## src/rtl/pal_port_pkg.sv

```systemverilog
package pal_port_pkg;

  // Strobes passed from the control decode to the datapath.
  typedef struct packed {
    logic idxWr;    // load the index register
    logic dataWr;   // store a palette byte and notify
    logic bump;     // advance the slot address after the store
    logic rdData;   // read mux picks the palette byte
    logic rdBlank;  // read mux returns all ones
  } palCtrl_t;

endpackage

```

## src/rtl/pal_port_ctrl.sv

```systemverilog
module pal_port_ctrl
  import pal_port_pkg::*;
(
  input  logic     colorEn,
  input  logic     wrEn,
  input  logic     regSel,
  input  logic     autoInc,
  output palCtrl_t ctrl
);

  always_comb begin
    ctrl         = '0;
    ctrl.rdBlank = !colorEn;
    ctrl.rdData  = regSel;
    if (colorEn && wrEn) begin
      ctrl.idxWr  = !regSel;
      ctrl.dataWr = regSel;
      ctrl.bump   = regSel && autoInc;
    end
  end

endmodule

```

## src/rtl/pal_port_dp.sv

```systemverilog
module pal_port_dp
  import pal_port_pkg::*;
#(
  parameter int unsigned ADDR_W = 6,
  parameter int unsigned DATA_W = 8
) (
  input  logic              clk,
  input  logic              rstN,
  input  palCtrl_t          ctrl,
  input  logic [DATA_W-1:0] wrData,
  input  logic [ADDR_W-1:0] pixIndex,
  output logic [DATA_W-1:0] cpuRdData,
  output logic              chgValid,
  output logic [ADDR_W-1:0] chgIndex,
  output logic [DATA_W-1:0] pixData,
  output logic [DATA_W-1:0] idxReg,
  output logic              autoInc
);

  localparam int unsigned DEPTH = 1 << ADDR_W;
  localparam logic [DATA_W-1:0] FORCE_ONE = DATA_W'(1) << (DATA_W - 2);

  logic [DATA_W-1:0] palMem [DEPTH];
  logic [ADDR_W-1:0] curSlot;

  assign curSlot = idxReg[ADDR_W-1:0];
  assign autoInc = idxReg[DATA_W-1];

  // Index register: load on index write, advance after an auto data write.
  always_ff @(posedge clk) begin
    if (!rstN) begin
      idxReg <= '0;
    end else if (ctrl.idxWr) begin
      idxReg <= wrData;
    end else if (ctrl.bump) begin
      idxReg[ADDR_W-1:0] <= curSlot + 1'b1;
    end
  end

  // One register per palette slot.
  for (genvar g = 0; g < DEPTH; g++) begin : gSlot
    always_ff @(posedge clk) begin
      if (!rstN) begin
        palMem[g] <= '0;
      end else if (ctrl.dataWr && (curSlot == ADDR_W'(g))) begin
        palMem[g] <= wrData;
      end
    end
  end

  // Change notification.
  always_ff @(posedge clk) begin
    if (!rstN) begin
      chgValid <= 1'b0;
      chgIndex <= '0;
    end else begin
      chgValid <= ctrl.dataWr;
      if (ctrl.dataWr) begin
        chgIndex <= curSlot;
      end
    end
  end

  always_comb begin
    if (ctrl.rdBlank) begin
      cpuRdData = '1;
    end else if (ctrl.rdData) begin
      cpuRdData = palMem[curSlot];
    end else begin
      cpuRdData = idxReg | FORCE_ONE;
    end
  end

  assign pixData = palMem[pixIndex];

endmodule

```

## src/rtl/pal_port.sv

```systemverilog
module pal_port
  import pal_port_pkg::*;
#(
  parameter int unsigned ADDR_W = 6,
  parameter int unsigned DATA_W = 8
) (
  input  logic              clk,
  input  logic              rstN,
  input  logic              colorEn,
  input  logic              regSel,
  input  logic              wrEn,
  input  logic [DATA_W-1:0] wrData,
  output logic [DATA_W-1:0] cpuRdData,
  output logic              chgValid,
  output logic [ADDR_W-1:0] chgIndex,
  input  logic [ADDR_W-1:0] pixIndex,
  output logic [DATA_W-1:0] pixData
);

  palCtrl_t          ctrl;
  logic              autoInc;
  logic [DATA_W-1:0] idxReg;

  pal_port_ctrl u_ctrl (
    .colorEn (colorEn),
    .wrEn    (wrEn),
    .regSel  (regSel),
    .autoInc (autoInc),
    .ctrl    (ctrl)
  );

  pal_port_dp #(.ADDR_W(ADDR_W), .DATA_W(DATA_W)) u_dp (
    .clk       (clk),
    .rstN      (rstN),
    .ctrl      (ctrl),
    .wrData    (wrData),
    .pixIndex  (pixIndex),
    .cpuRdData (cpuRdData),
    .chgValid  (chgValid),
    .chgIndex  (chgIndex),
    .pixData   (pixData),
    .idxReg    (idxReg),
    .autoInc   (autoInc)
  );

endmodule

```

## config.mk

```make
export PLATFORM = sky130hd
export DESIGN_NAME = pal_port
export DESIGN_NICKNAME = d
export VERILOG_FILES = /design/src/rtl/pal_port_pkg.sv /design/src/rtl/pal_port_ctrl.sv /design/src/rtl/pal_port_dp.sv /design/src/rtl/pal_port.sv
export SDC_FILE = /design/constraint.sdc
export NUM_CORES = 1
export LEC_CHECK = 0
export ABC_AREA = 0
export ABC_CLOCK_PERIOD_IN_PS = 2750
export BUFFER_PORTS_ARGS = -buffer_cell sky130_fd_sc_hd__buf_2
export CORE_MARGIN = 10
export CORE_UTILIZATION = 25
export CTS_CLUSTER_SIZE = 30
export DETAILED_ROUTE_END_ITERATION = 16
export GPL_ROUTABILITY_DRIVEN = 0
export PLACE_DENSITY = 0.37
export SLEW_MARGIN = 20
export SYNTH_ARGS = -nofsm -noshare
export SYNTH_HDL_FRONTEND = slang
export SYNTH_SLANG_ARGS = --single-unit
```

## constraint.sdc

```tcl
create_clock -name clk -period 2.75 [get_ports clk]
set_input_delay 0.275 -clock clk [delete_from_list [all_inputs] [get_ports clk]]
set_output_delay 0.275 -clock clk [all_outputs]
set_load 0.03 [all_outputs]
```

# Yosys cells after proc, flatten, opt, wreduce, memory -nomap -nowiden

Memories as Yosys holds them, arrays and structs flattened. A register that Yosys moved wholly into a read port is not among the register bits.
Cells that the tools add are included.

Flip-flop bits (word level): 15
Memory bits (writable): 512
Input bits: 19
Output and inout port bits: 23
Logic and storage cells: 466
Memories: 1

$add $sub $neg: 1
Eq/ne operators: 63
Muxes and demuxes: 264
Bitwise logic cells: 64
Reduce and logical (&&, ||, !) cells: 69

Memory list:

| memory      | depth | bits a word | read ports | clocked after memory_dff | wr ports | RTL line          | text |
|---|---|---|---|---|---|---|---|
| u_dp.palMem | 64    | 8           | 2          | 1                        | 64       | pal_port_dp.sv:23 | `logic [DATA_W-1:0] palMem [DEPTH];` |

Operators with widths:

| cell                  | count |
|---|---|
| $mux W8               | 66 |
| $mux W1               | 193 |
| $eq A6 B6 Y1 const B  | 32 |
| $eq A6 B5 Y1 const B  | 16 |
| $logic_and A1 B1 Y1   | 66 |
| $or A1 B1 Y1          | 64 |
| $eq A6 B4 Y1 const B  | 8 |
| $eq A6 B3 Y1 const B  | 4 |
| $mux W6               | 4 |
| $eq A6 B2 Y1 const B  | 2 |
| $add A6 B1 Y6 const B | 1 |
| $eq A6 B1 Y1 const B  | 1 |
| $logic_not A6 Y1      | 1 |
| $mux W3               | 1 |
| $reduce_bool A2 Y1    | 1 |
| $logic_not A1 Y1      | 1 |

# Depth between registers and ports, before layout

Gate-level depths: netlist of run 1.

Depth after elaboration: 7
Gate-level depth with buffers: 8
Depth with buffers taken out: 6

# Modules after synthesis

A second synthesis of run 1 with hierarchy kept.

Cells, all modules: 2080
Area, all modules: 28828.9 um^2

Modules (own cells, without submodules):

| module        | times used | cells each | area an instance (um^2) | sequential area each (um^2) |
|---|---|---|---|---|
| pal_port_dp   | 1          | 2075       | 28791.4                 | 15795.1 |
| pal_port_ctrl | 1          | 5          | 37.5                    | 0.0 |

# Least setup slack after synthesis of run 1

Ideal clock, no wire load.

Path type: register -> output
Start: register with a tool-made name
End: output port cpuRdData[6]
Arrival: 2.092 ns
Data required time: 2.475 ns
Setup slack: 0.383 ns
Cell stages (with the launch flop): 7
Path buffers: 2
Cells stage by stage: dfxtp_1 > buf_6 > buf_2 > mux4_2 > o22ai_1 > nor4b_1 > or4_1

RTL lines:

| element       | RTL line       | text |
|---|---|---|
| end, declared | pal_port.sv:13 | `output logic [DATA_W-1:0] cpuRdData,` |

==> flow_metrics.env, run 1 <==
export IMPL_status="finished, violations left"
export IMPL_failed_checks="setup timing"
export IMPL_synth_flop_cell="edfxtp_1"
export IMPL_crit_type="flop to output pin"
export IMPL_cts_htree_levels=3
export IMPL_period_share_pct=118
export IMPL_r2r_start="u_dp.idxReg[0]"
export IMPL_worst_slack_ns=-0.497
export IMPL_final_cell_mix="512 x edfxtp_1, 478 x and3_1, 241 x buf_4"
export IMPL_syn_inst=2144
export IMPL_crit_path_max_fanout=5
export IMPL_die_area_mm2=0.129
export IMPL_slowest_delay_ns=0.57
export IMPL_hp_class="primary input to flop"
export IMPL_setup_viol=14
export IMPL_ys_seq_elements=532
export IMPL_drive_gt1_share_pct=32.5
export IMPL_drt_initial_drc_count=2472
export IMPL_clockBufferDepth=3
export IMPL_hold_viol=0
export IMPL_grt_first_pass_wirelength_mm=176
export IMPL_start_util_pct=25.2
export IMPL_synth_edf_count=512
export IMPL_synth_nets=2167
export IMPL_fin_worst_skew_ns=0.0193
export IMPL_dp_hpwl_mm=84.4
export IMPL_reg2regPathDepth=4
export IMPL_worst_skew_pair_late_latency_ns=0.62
export IMPL_num_vias=21200
export IMPL_cts_hold_buf=0
export IMPL_cts_tree="yes"
export IMPL_die_x_um=360
export IMPL_crit_chain="buf_6 > buf_6 > mux4_2 > o2111ai_4 > a41oi_2 > buf_6 > or3_4 > buf_6"
export IMPL_worstPathArrival_ns=2.97
export IMPL_seq_area_frac_synth_pct=54.6
export IMPL_cts_root_buf="clkbuf_16"
export IMPL_power_total_mw=21.2
export IMPL_fp_row_count=124
export IMPL_ant_nets=0
export IMPL_finalSetupTns_ns=-3.95
export IMPL_core_mm2=0.115
export IMPL_die_y_um=360
export IMPL_via_per_inst=5.48
export IMPL_layout_min_cycle_time_ns=3.25
export IMPL_tightest_slew_ns=0.946
export IMPL_grt_max_degree=65
export IMPL_relSlewSlack_pct=36.9
export IMPL_slowest_stage="mux4_2"
export IMPL_drc=0
export IMPL_hp_start="wrEn"
export IMPL_syn_area_mm2=0.0289
export IMPL_cp_end_kind="output pin"
export IMPL_ios=42
export IMPL_final_util_pct=31.6
export IMPL_drv_slew=0
export IMPL_peakVddDrop_mv=0.343
export IMPL_antenna_found_initial=10
export IMPL_routedWlPerCell_um=32.6
export IMPL_r2r_slack_ns=0.28
export IMPL_leakage_nw=14.1
export IMPL_yosysUniqueCellTypes=50
export IMPL_cp_common_cell="buf_6"
export IMPL_cp_required_ns=2.48
export IMPL_cts_sinks=532
export IMPL_fin_nets=2330
export IMPL_hold_end="u_dp.chgValid"
export IMPL_stdcell_area_mm2=0.0361
export IMPL_min_delay_path_depth=4
export IMPL_async_flop_share_pct=0
export IMPL_routed_wl_mm=126
export IMPL_start_kind="flop"
export IMPL_cap_viol_max_count=0
export IMPL_area_growth_syn_to_layout_pct=25.2
export IMPL_rsz0062_at_grt="yes"
export IMPL_cts_clk_slew_worst_paths_ns=0.06
export IMPL_overflow=0
export IMPL_numCtsBuffers=68
export IMPL_placed_area_mm2=0.0327
export IMPL_yosysWarnings=0
export IMPL_power_density_mw_per_mm2=585
export IMPL_syn_area_per_cell_um2=13.5
export IMPL_regToRegEndpoint="u_dp.palMem[61][4]"
export IMPL_drtPass1Iterations=5
export IMPL_fmax_mhz=308
export IMPL_gr_usage_all_layers_pct=19.0
export IMPL_grt_pass1_vias=21900
export IMPL_final_common_cell="edfxtp_1"
export IMPL_numPortBuffers=41
==> logic make-up (layout without fill, tap and decap cells) <==
kind of cell	count (synthesis)	in the layout	share of synthesized area, %
AOI/OAI and AO/OA	259	259	5.63
buffers and inverters	283	498	3.95
muxes	352	352	21.2
adders and majority gates	4	4	0.173
and+or+nand+nor	714	714	14.4
other	0	7	0
DFF	532	532	54.6
==> sequential cells by signal (all words and copies together) (netlist names), named ones only <==
register / cells
u_dp.chgValid: 1
u_dp.chgIndex: 6
u_dp.palMem: 512
u_dp.idxReg: 7
==> report_power, final <==
group	switching [mW]	internal, mW	total (mW)
Sequential	0.200	9.14	9.34
Combinational	1.69	1.16	2.85
Clock	3.70	5.27	8.97
==> per-layer routing <==
metal | GRT usage (%) | routed length [um]
met5 | 0 | 17
met4 | 6.76 | 4500
met3 | 3.90 | 9020
met2 | 29.5 | 56900
met1 | 26.0 | 55900
==> cell type report <==
class,count,area [um^2]
inverters,11,43.8
clock inverters,35,347
flip-flops and latches,532,15800
multi-input cells,1329,12500
fillers,11400,78400
diodes,7,17.5
well taps,1512,1890
repair buffers,365,3690
clock buffers,87,1830
==> through the flow <==
step	cells	setup slack (ns)	hold WS (ns)
after floorplan	2144	0.383	0.471
after global placement	3713	-0.0985	0.448
after detailed placement	3713	-0.141	0.448
after CTS	3869	-0.568	0.0888
after global routing	3872	-0.566	0.142
final	3878	-0.497	0.126
==> what timing repair did <==
action / CTS / global route
pin swaps: 47 / 16
gates cloned: 4 / 0
gates resized for setup: 155 / 22
endpoints found under the setup margin: 16 / 16
buffers inserted: 35 / 5
==> synthesized netlist by cell type (all sizes together) (4+ instances only) <==
cell type | count | area (um^2)
a22oi | 47 | 353
nor2b | 8 | 50.1
nand2 | 83 | 312
nand3 | 37 | 185
o221ai | 7 | 61.3
mux4 | 205 | 4640
a221oi | 8 | 70.1
and3 | 478 | 2990
clkbuf | 204 | 767
nor4 | 49 | 307
nand2b | 6 | 37.5
o211ai | 6 | 45.0
a41oi | 7 | 61.3
buf | 68 | 332
o22ai | 14 | 87.6
a21oi | 52 | 260
a211oi | 8 | 60.1
nor2 | 20 | 77.6
o2111ai | 8 | 70.1
and2 | 9 | 56.3
inv | 11 | 41.3
or3 | 9 | 56.3
nor3 | 5 | 25.0
mux2i | 146 | 1460
a22o | 7 | 61.3
a31oi | 9 | 56.3
edfxtp | 512 | 15400
dfxtp | 20 | 400
o21ai | 83 | 415
ha | 4 | 50.1
==> worst max-delay path by stage <==
stage | endpoint | slack [ns]
global route | cpuRdData[3] | -0.57
global placement | cpuRdData[7] | -0.1
floorplan | cpuRdData[6] | 0.38
CTS | cpuRdData[7] | -0.57
finish | cpuRdData[4] | -0.50
detailed placement | cpuRdData[7] | -0.14
==> worst max-delay path, delay by kind of cell (launching register included) <==
family	cells	cell delay, ns
AOI/OAI and AO/OA	2	0.41
buffers and inverters	4	0.60
and+or+nand+nor	1	0.37
muxes	1	0.57
DFF	1	0.40
(Power assumes the default switching activity.)
==> run 2, diff against run 1 <==
BUFFER_PORTS_ARGS = not set   (was -buffer_cell sky130_fd_sc_hd__buf_2)
CORE_ASPECT_RATIO = 2   (was not set)
DONT_BUFFER_PORTS = 1   (was not set)
PLACE_DENSITY = 0.36   (was 0.37)
SYNTH_HIERARCHICAL = 1   (was not set)
==> flow_metrics.env, run 2 <==
export IMPL_setup_viol=11
export IMPL_internal_power_mw=14.2
export IMPL_syn_area_per_cell_um2=13.9
export IMPL_antenna_found_initial=5
export IMPL_largest_register="u_dp/palMem"
export IMPL_power_share_sequential_pct=48.8
export IMPL_peakVddDrop_mv=0.418
export IMPL_worstPathArrival_ns=2.95
export IMPL_cts_tree="yes"
export IMPL_ant_nets=0
export IMPL_leakage_nw=12.0
export IMPL_die_area_mm2=0.130
export IMPL_failed_checks="setup timing"
export IMPL_ios=42
export IMPL_drv_slew=0
export IMPL_numPortBuffers=0
export IMPL_period_share_pct=117
export IMPL_status="finished, violations left"
export IMPL_die_y_um=500
export IMPL_cp_required_ns=2.48
export IMPL_cts_clk_slew_worst_paths_ns=0.07
export IMPL_synth_nets=2099
export IMPL_fp_row_count=176
export IMPL_rsz0062_at_grt="yes"
export IMPL_syn_area_mm2=0.0288
export IMPL_power_density_mw_per_mm2=549
export IMPL_nFillCells=11300
export IMPL_fin_nets=2252
export IMPL_fin_worst_skew_ns=0.0253
export IMPL_routed_wl_mm=129
export IMPL_gr_usage_all_layers_pct=19.5
export IMPL_clockBufferDepth=3
export IMPL_cap_viol_max_count=0
export IMPL_tightest_slew_ns=0.949
export IMPL_cp_end_kind="output pin"
export IMPL_fmax_mhz=310
export IMPL_worst_slack_ns=-0.477
export IMPL_power_frac_comb_pct=11.4
export IMPL_swShare_pct=26.2
export IMPL_largest_reg_flops=512
export IMPL_die_x_um=260
export IMPL_via_per_inst=5.04
export IMPL_final_cell_mix="523 x and2_1, 512 x edfxtp_1, 208 x buf_4"
export IMPL_crit_path_max_fanout=6
export IMPL_worst_skew_pair_late_latency_ns=0.66
export IMPL_hold_viol=0
export IMPL_grt_first_pass_wirelength_mm=174
export IMPL_dp_hpwl_mm=93.4
export IMPL_syn_inst=2076
export IMPL_core_mm2=0.115
export IMPL_drt_initial_drc_count=1297
export IMPL_top_regs="u_dp/palMem: 512 flops, u_dp/idxReg: 7 flops, u_dp/chgIndex: 6 flops"
export IMPL_start_kind="flop"
export IMPL_final_util_pct=30.6
export IMPL_cts_sinks=532
export IMPL_yosysWarnings=6
export IMPL_final_common_cell="and2_1"
export IMPL_finalSetupTns_ns=-3.73
export IMPL_drtPass1Iterations=5
export IMPL_placed_area_mm2=0.0318
export IMPL_stdcell_area_mm2=0.0351
export IMPL_start_util_pct=25.1
export IMPL_grt_max_degree=129
export IMPL_numCtsBuffers=54
export IMPL_hp_class="primary input to flop"
export IMPL_drc=0
export IMPL_routedWlPerCell_um=34.1
export IMPL_area_growth_syn_to_layout_pct=22.0
export IMPL_clkPwrFrac_pct=39.8
export IMPL_layout_min_cycle_time_ns=3.23
export IMPL_num_vias=19100
export IMPL_p_sw_mw=5.05
export IMPL_relSlewSlack_pct=36.5
export IMPL_crit_type="flop to output pin"
export IMPL_overflow=0
export IMPL_cts_root_buf="clkbuf_16"
export IMPL_cts_htree_levels=2
export IMPL_drive_gt1_share_pct=30.0
export IMPL_grt_pass1_vias=20100
==> run 2: worst paths after layout <==
kind / start / to / slack [ns] / cells past startpoint
max: flop / cpuRdData[1] / -0.48 / 8
min: rstN / u_dp/palMem[35][6] / 0.06 / 2
max reg2reg: u_dp/idxReg[3] / u_dp/palMem[8][5] / 0.17 / 5
min reg2reg: u_dp/idxReg[7] / u_dp/idxReg[7] / 0.57 / 2
==> run 2: through the flow <==
stage	instances	total power [mW]	worst slack (ns)	hold slack, ns
2_1_floorplan	2076	10.5	0.487	0.498
4_1_cts	3772	19.5	-0.546	0.0102
3_3_place_gp	3642	11.3	-0.241	0.419
3_5_place_dp	3642	11.3	-0.208	0.421
5_1_grt	3783	19.8	-0.560	0.0463
6_report	3785	19.3	-0.477	0.0597
==> run 2: final cells by class <==
type                            count  area [um^2]  area share, %
Clock buffer                       67         1430           4.07
Antenna cell                        3         7.51         0.0214
Sequential cell                   532        15800           45.0
Clock inverter                     29          298          0.848
Timing Repair Buffer              271         2800           7.98
Tap cell                         1513         1890           5.39
Inverter                            8         30.0         0.0855
Multi-Input combinational cell   1362        12900           36.7
==> run 2: metal layers <==
layer | vias up | track usage [%] | part of all wire (%)
met3 | 215 | 2.10 | 3.3
met1 | 10100 | 19.3 | 33
met4 | 4 | 11.7 | 7.2
li1 | 8218 | - | -
met2 | 573 | 38.0 | 56
met5 | - | 0 | 0.021
==> run 2: power groups by stage <==
stage          Combinational, mW  Sequential (mW)  Clock, mW
6_report                    2.20             9.40       7.67
5_1_grt                     2.27             9.40       8.13
3_5_place_dp                1.73             9.57          0
2_1_floorplan               1.14             9.39          0
4_1_cts                     2.19             9.40       7.91
3_3_place_gp                1.72             9.58          0
==> run 2: repair_timing <==
item,CTS,global route
pin swaps,35,21
buffers inserted,18,10
gates cloned,6,1
setup endpoints to repair,16,23
hold endpoints to repair,671,0
hold buffers,11,0
gates resized for setup,135,35
==> run 2: critical path, stage by stage, from the launching register on <==
cell and delay, ns:
dfxtp_4 0.37, buf_12 0.15, buf_16 0.14, buf_4 0.11
mux4_2 0.54, mux2i_1 0.16, o211ai_1 0.23, or3_4 0.43
buf_6 0.15
==> run 3, diff against run 2 <==
PLACE_DENSITY = not set   (was 0.36)
PLACE_DENSITY_LB_ADDON = 0.08   (was not set)
==> flow_metrics.env, run 3 (same netlist as run 2, synthesis figures left out) <==
export IMPL_die_area_mm2=0.130
export IMPL_crit_path_max_fanout=5
export IMPL_fp_row_count=176
export IMPL_rsz0062_at_grt="yes"
export IMPL_drive_gt1_share_pct=29.0
export IMPL_ant_nets=0
export IMPL_crit_type="flop to output pin"
export IMPL_grt_max_degree=129
export IMPL_status="finished, violations left"
export IMPL_placed_area_mm2=0.0316
export IMPL_die_x_um=260
export IMPL_place_inst=3623
export IMPL_fin_cells=3770
export IMPL_top_regs="u_dp/palMem: 512 flops, u_dp/idxReg: 7 flops, u_dp/chgIndex: 6 flops"
export IMPL_cts_root_buf="clkbuf_16"
export IMPL_numPortBuffers=0
export IMPL_hp_class="primary input to flop"
export IMPL_drc=0
export IMPL_grt_pass1_vias=19800
export IMPL_gr_usage_all_layers_pct=18.9
export IMPL_area_growth_syn_to_layout_pct=22.1
export IMPL_cts_sinks=532
export IMPL_drt_initial_drc_count=1599
export IMPL_numCtsBuffers=54
export IMPL_core_mm2=0.115
export IMPL_cp_required_ns=2.48
export IMPL_via_per_inst=4.91
export IMPL_largest_register="u_dp/palMem"
export IMPL_setup_viol=12
export IMPL_tightest_slew_ns=0.862
export IMPL_final_cell_mix="523 x and2_1, 512 x edfxtp_1, 199 x mux4_2"
export IMPL_failed_checks="setup timing"
export IMPL_fin_nets=2233
export IMPL_fmax_mhz=309
export IMPL_drv_slew=0
export IMPL_peakVddDrop_mv=0.426
export IMPL_power_total_mw=19.9
export IMPL_die_y_um=500
export IMPL_grt_first_pass_wirelength_mm=170
export IMPL_relSlewSlack_pct=42.3
export IMPL_worstPathArrival_ns=2.96
export IMPL_cp_end_kind="output pin"
export IMPL_start_util_pct=25.1
export IMPL_fin_worst_skew_ns=0.0345
export IMPL_overflow=0
export IMPL_cts_tree="yes"
export IMPL_start_kind="flop"
export IMPL_power_density_mw_per_mm2=567
export IMPL_largest_reg_flops=512
export IMPL_hold_viol=0
export IMPL_r2r_slack_ns=0.28
export IMPL_clockBufferDepth=3
export IMPL_stdcell_area_mm2=0.0352
export IMPL_cts_clk_slew_worst_paths_ns=0.06
export IMPL_leakage_nw=12.0
export IMPL_period_share_pct=118
export IMPL_final_common_cell="and2_1"
export IMPL_dp_hpwl_mm=88.3
export IMPL_layout_min_cycle_time_ns=3.24
export IMPL_worst_skew_pair_late_latency_ns=0.66
export IMPL_antenna_found_initial=5
export IMPL_cts_htree_levels=2
export IMPL_cap_viol_max_count=0
export IMPL_routedWlPerCell_um=32.9
export IMPL_ios=42
export IMPL_routed_wl_mm=124
export IMPL_num_vias=18500
export IMPL_worst_slack_ns=-0.486
export IMPL_nFillCells=11300
export IMPL_drtPass1Iterations=5
-- run 3: cell count changes in the layout (fill, tap and decap cells not counted), moves of 4 or more --
cell | before | now
nand2_2 | 5 | 0
bufinv_16 | 5 | 13
a21oi_2 | 12 | 7
mux2i_1 | 154 | 145
nand2_1 | 47 | 52
buf_4 | 208 | 186
a21oi_1 | 33 | 38
buf_12 | 26 | 22
mux2i_2 | 4 | 14
clkinv_2 | 14 | 8
-- run 3: path summary, 6_finish.rpt --
kind / endpoint / depth (start not counted) / from
worst max register to register: u_dp/palMem[19][4] / 5 / u_dp/idxReg[1]
worst min-delay path: u_dp/palMem[37][6] / 2 / rstN
worst max-delay path: cpuRdData[6] / 10 / flop
worst min register to register: u_dp/idxReg[7] / 2 / u_dp/idxReg[7]
-- run 3: what timing repair did --
item / 4_1_cts / 5_1_grt
hold endpoints to repair: 655 / 0
setup buffers: 21 / 6
pin swaps: 52 / 17
resized for setup: 128 / 39
hold buffers: 11 / 0
endpoints found under the setup margin: 16 / 16
gates cloned: 8 / 1
-- run 3: area by class of cell --
type	instances	area [um^2]	area share, %
antenna	2	5.00	0.0142
inverter	8	30.0	0.0854
timing repair buffer	252	2660	7.55
multi-input combinational	1362	12800	36.5
clock buffer	64	1410	4.01
clock inverter	37	546	1.55
sequential	532	15800	44.9
tap	1513	1890	5.38
-- run 3: metrics by stage --
stage | TNS, ns | setup WS, ns | util, % | hold slack (ns)
detailed placement | -0.145 | -0.145 | 27.6 | 0.422
finish | -3.70 | -0.486 | 30.6 | 0.0512
CTS | -4.33 | -0.511 | 30.4 | 0.00292
global placement | -0.104 | -0.104 | 27.6 | 0.420
global route | -4.44 | -0.527 | 30.6 | 0.0347
floorplan | 0 | 0.487 | - | 0.498
-- run 3: critical path: stages (launching register included) --
cell	delay, ns
dfxtp_4	0.36
buf_12	0.14
buf_12	0.15
buf_8	0.13
mux4_2	0.35
mux2i_1	0.07
buf_4	0.16
and3_1	0.18
o21a_1	0.22
nor3_4	0.34
buf_6	0.19
-- run 3: per-layer routing --
metal,part of all wire [%],wire length (um),global-route usage (%),up-vias
met5,0,0,0,-
met4,4.7,5820,8.17,0
met3,3.6,4520,2.23,149
met2,57,70300,36.9,464
met1,35,43400,19.7,9713
li1,-,-,-,8170
-- run 3: power breakdown --
| group | internal, mW | switching, mW |
|---|---|---|
| Combinational | 0.905 | 1.23 |
| Sequential | 9.13 | 0.227 |
| Clock | 4.90 | 3.55 |
| Total | 14.9 | 5.00 |
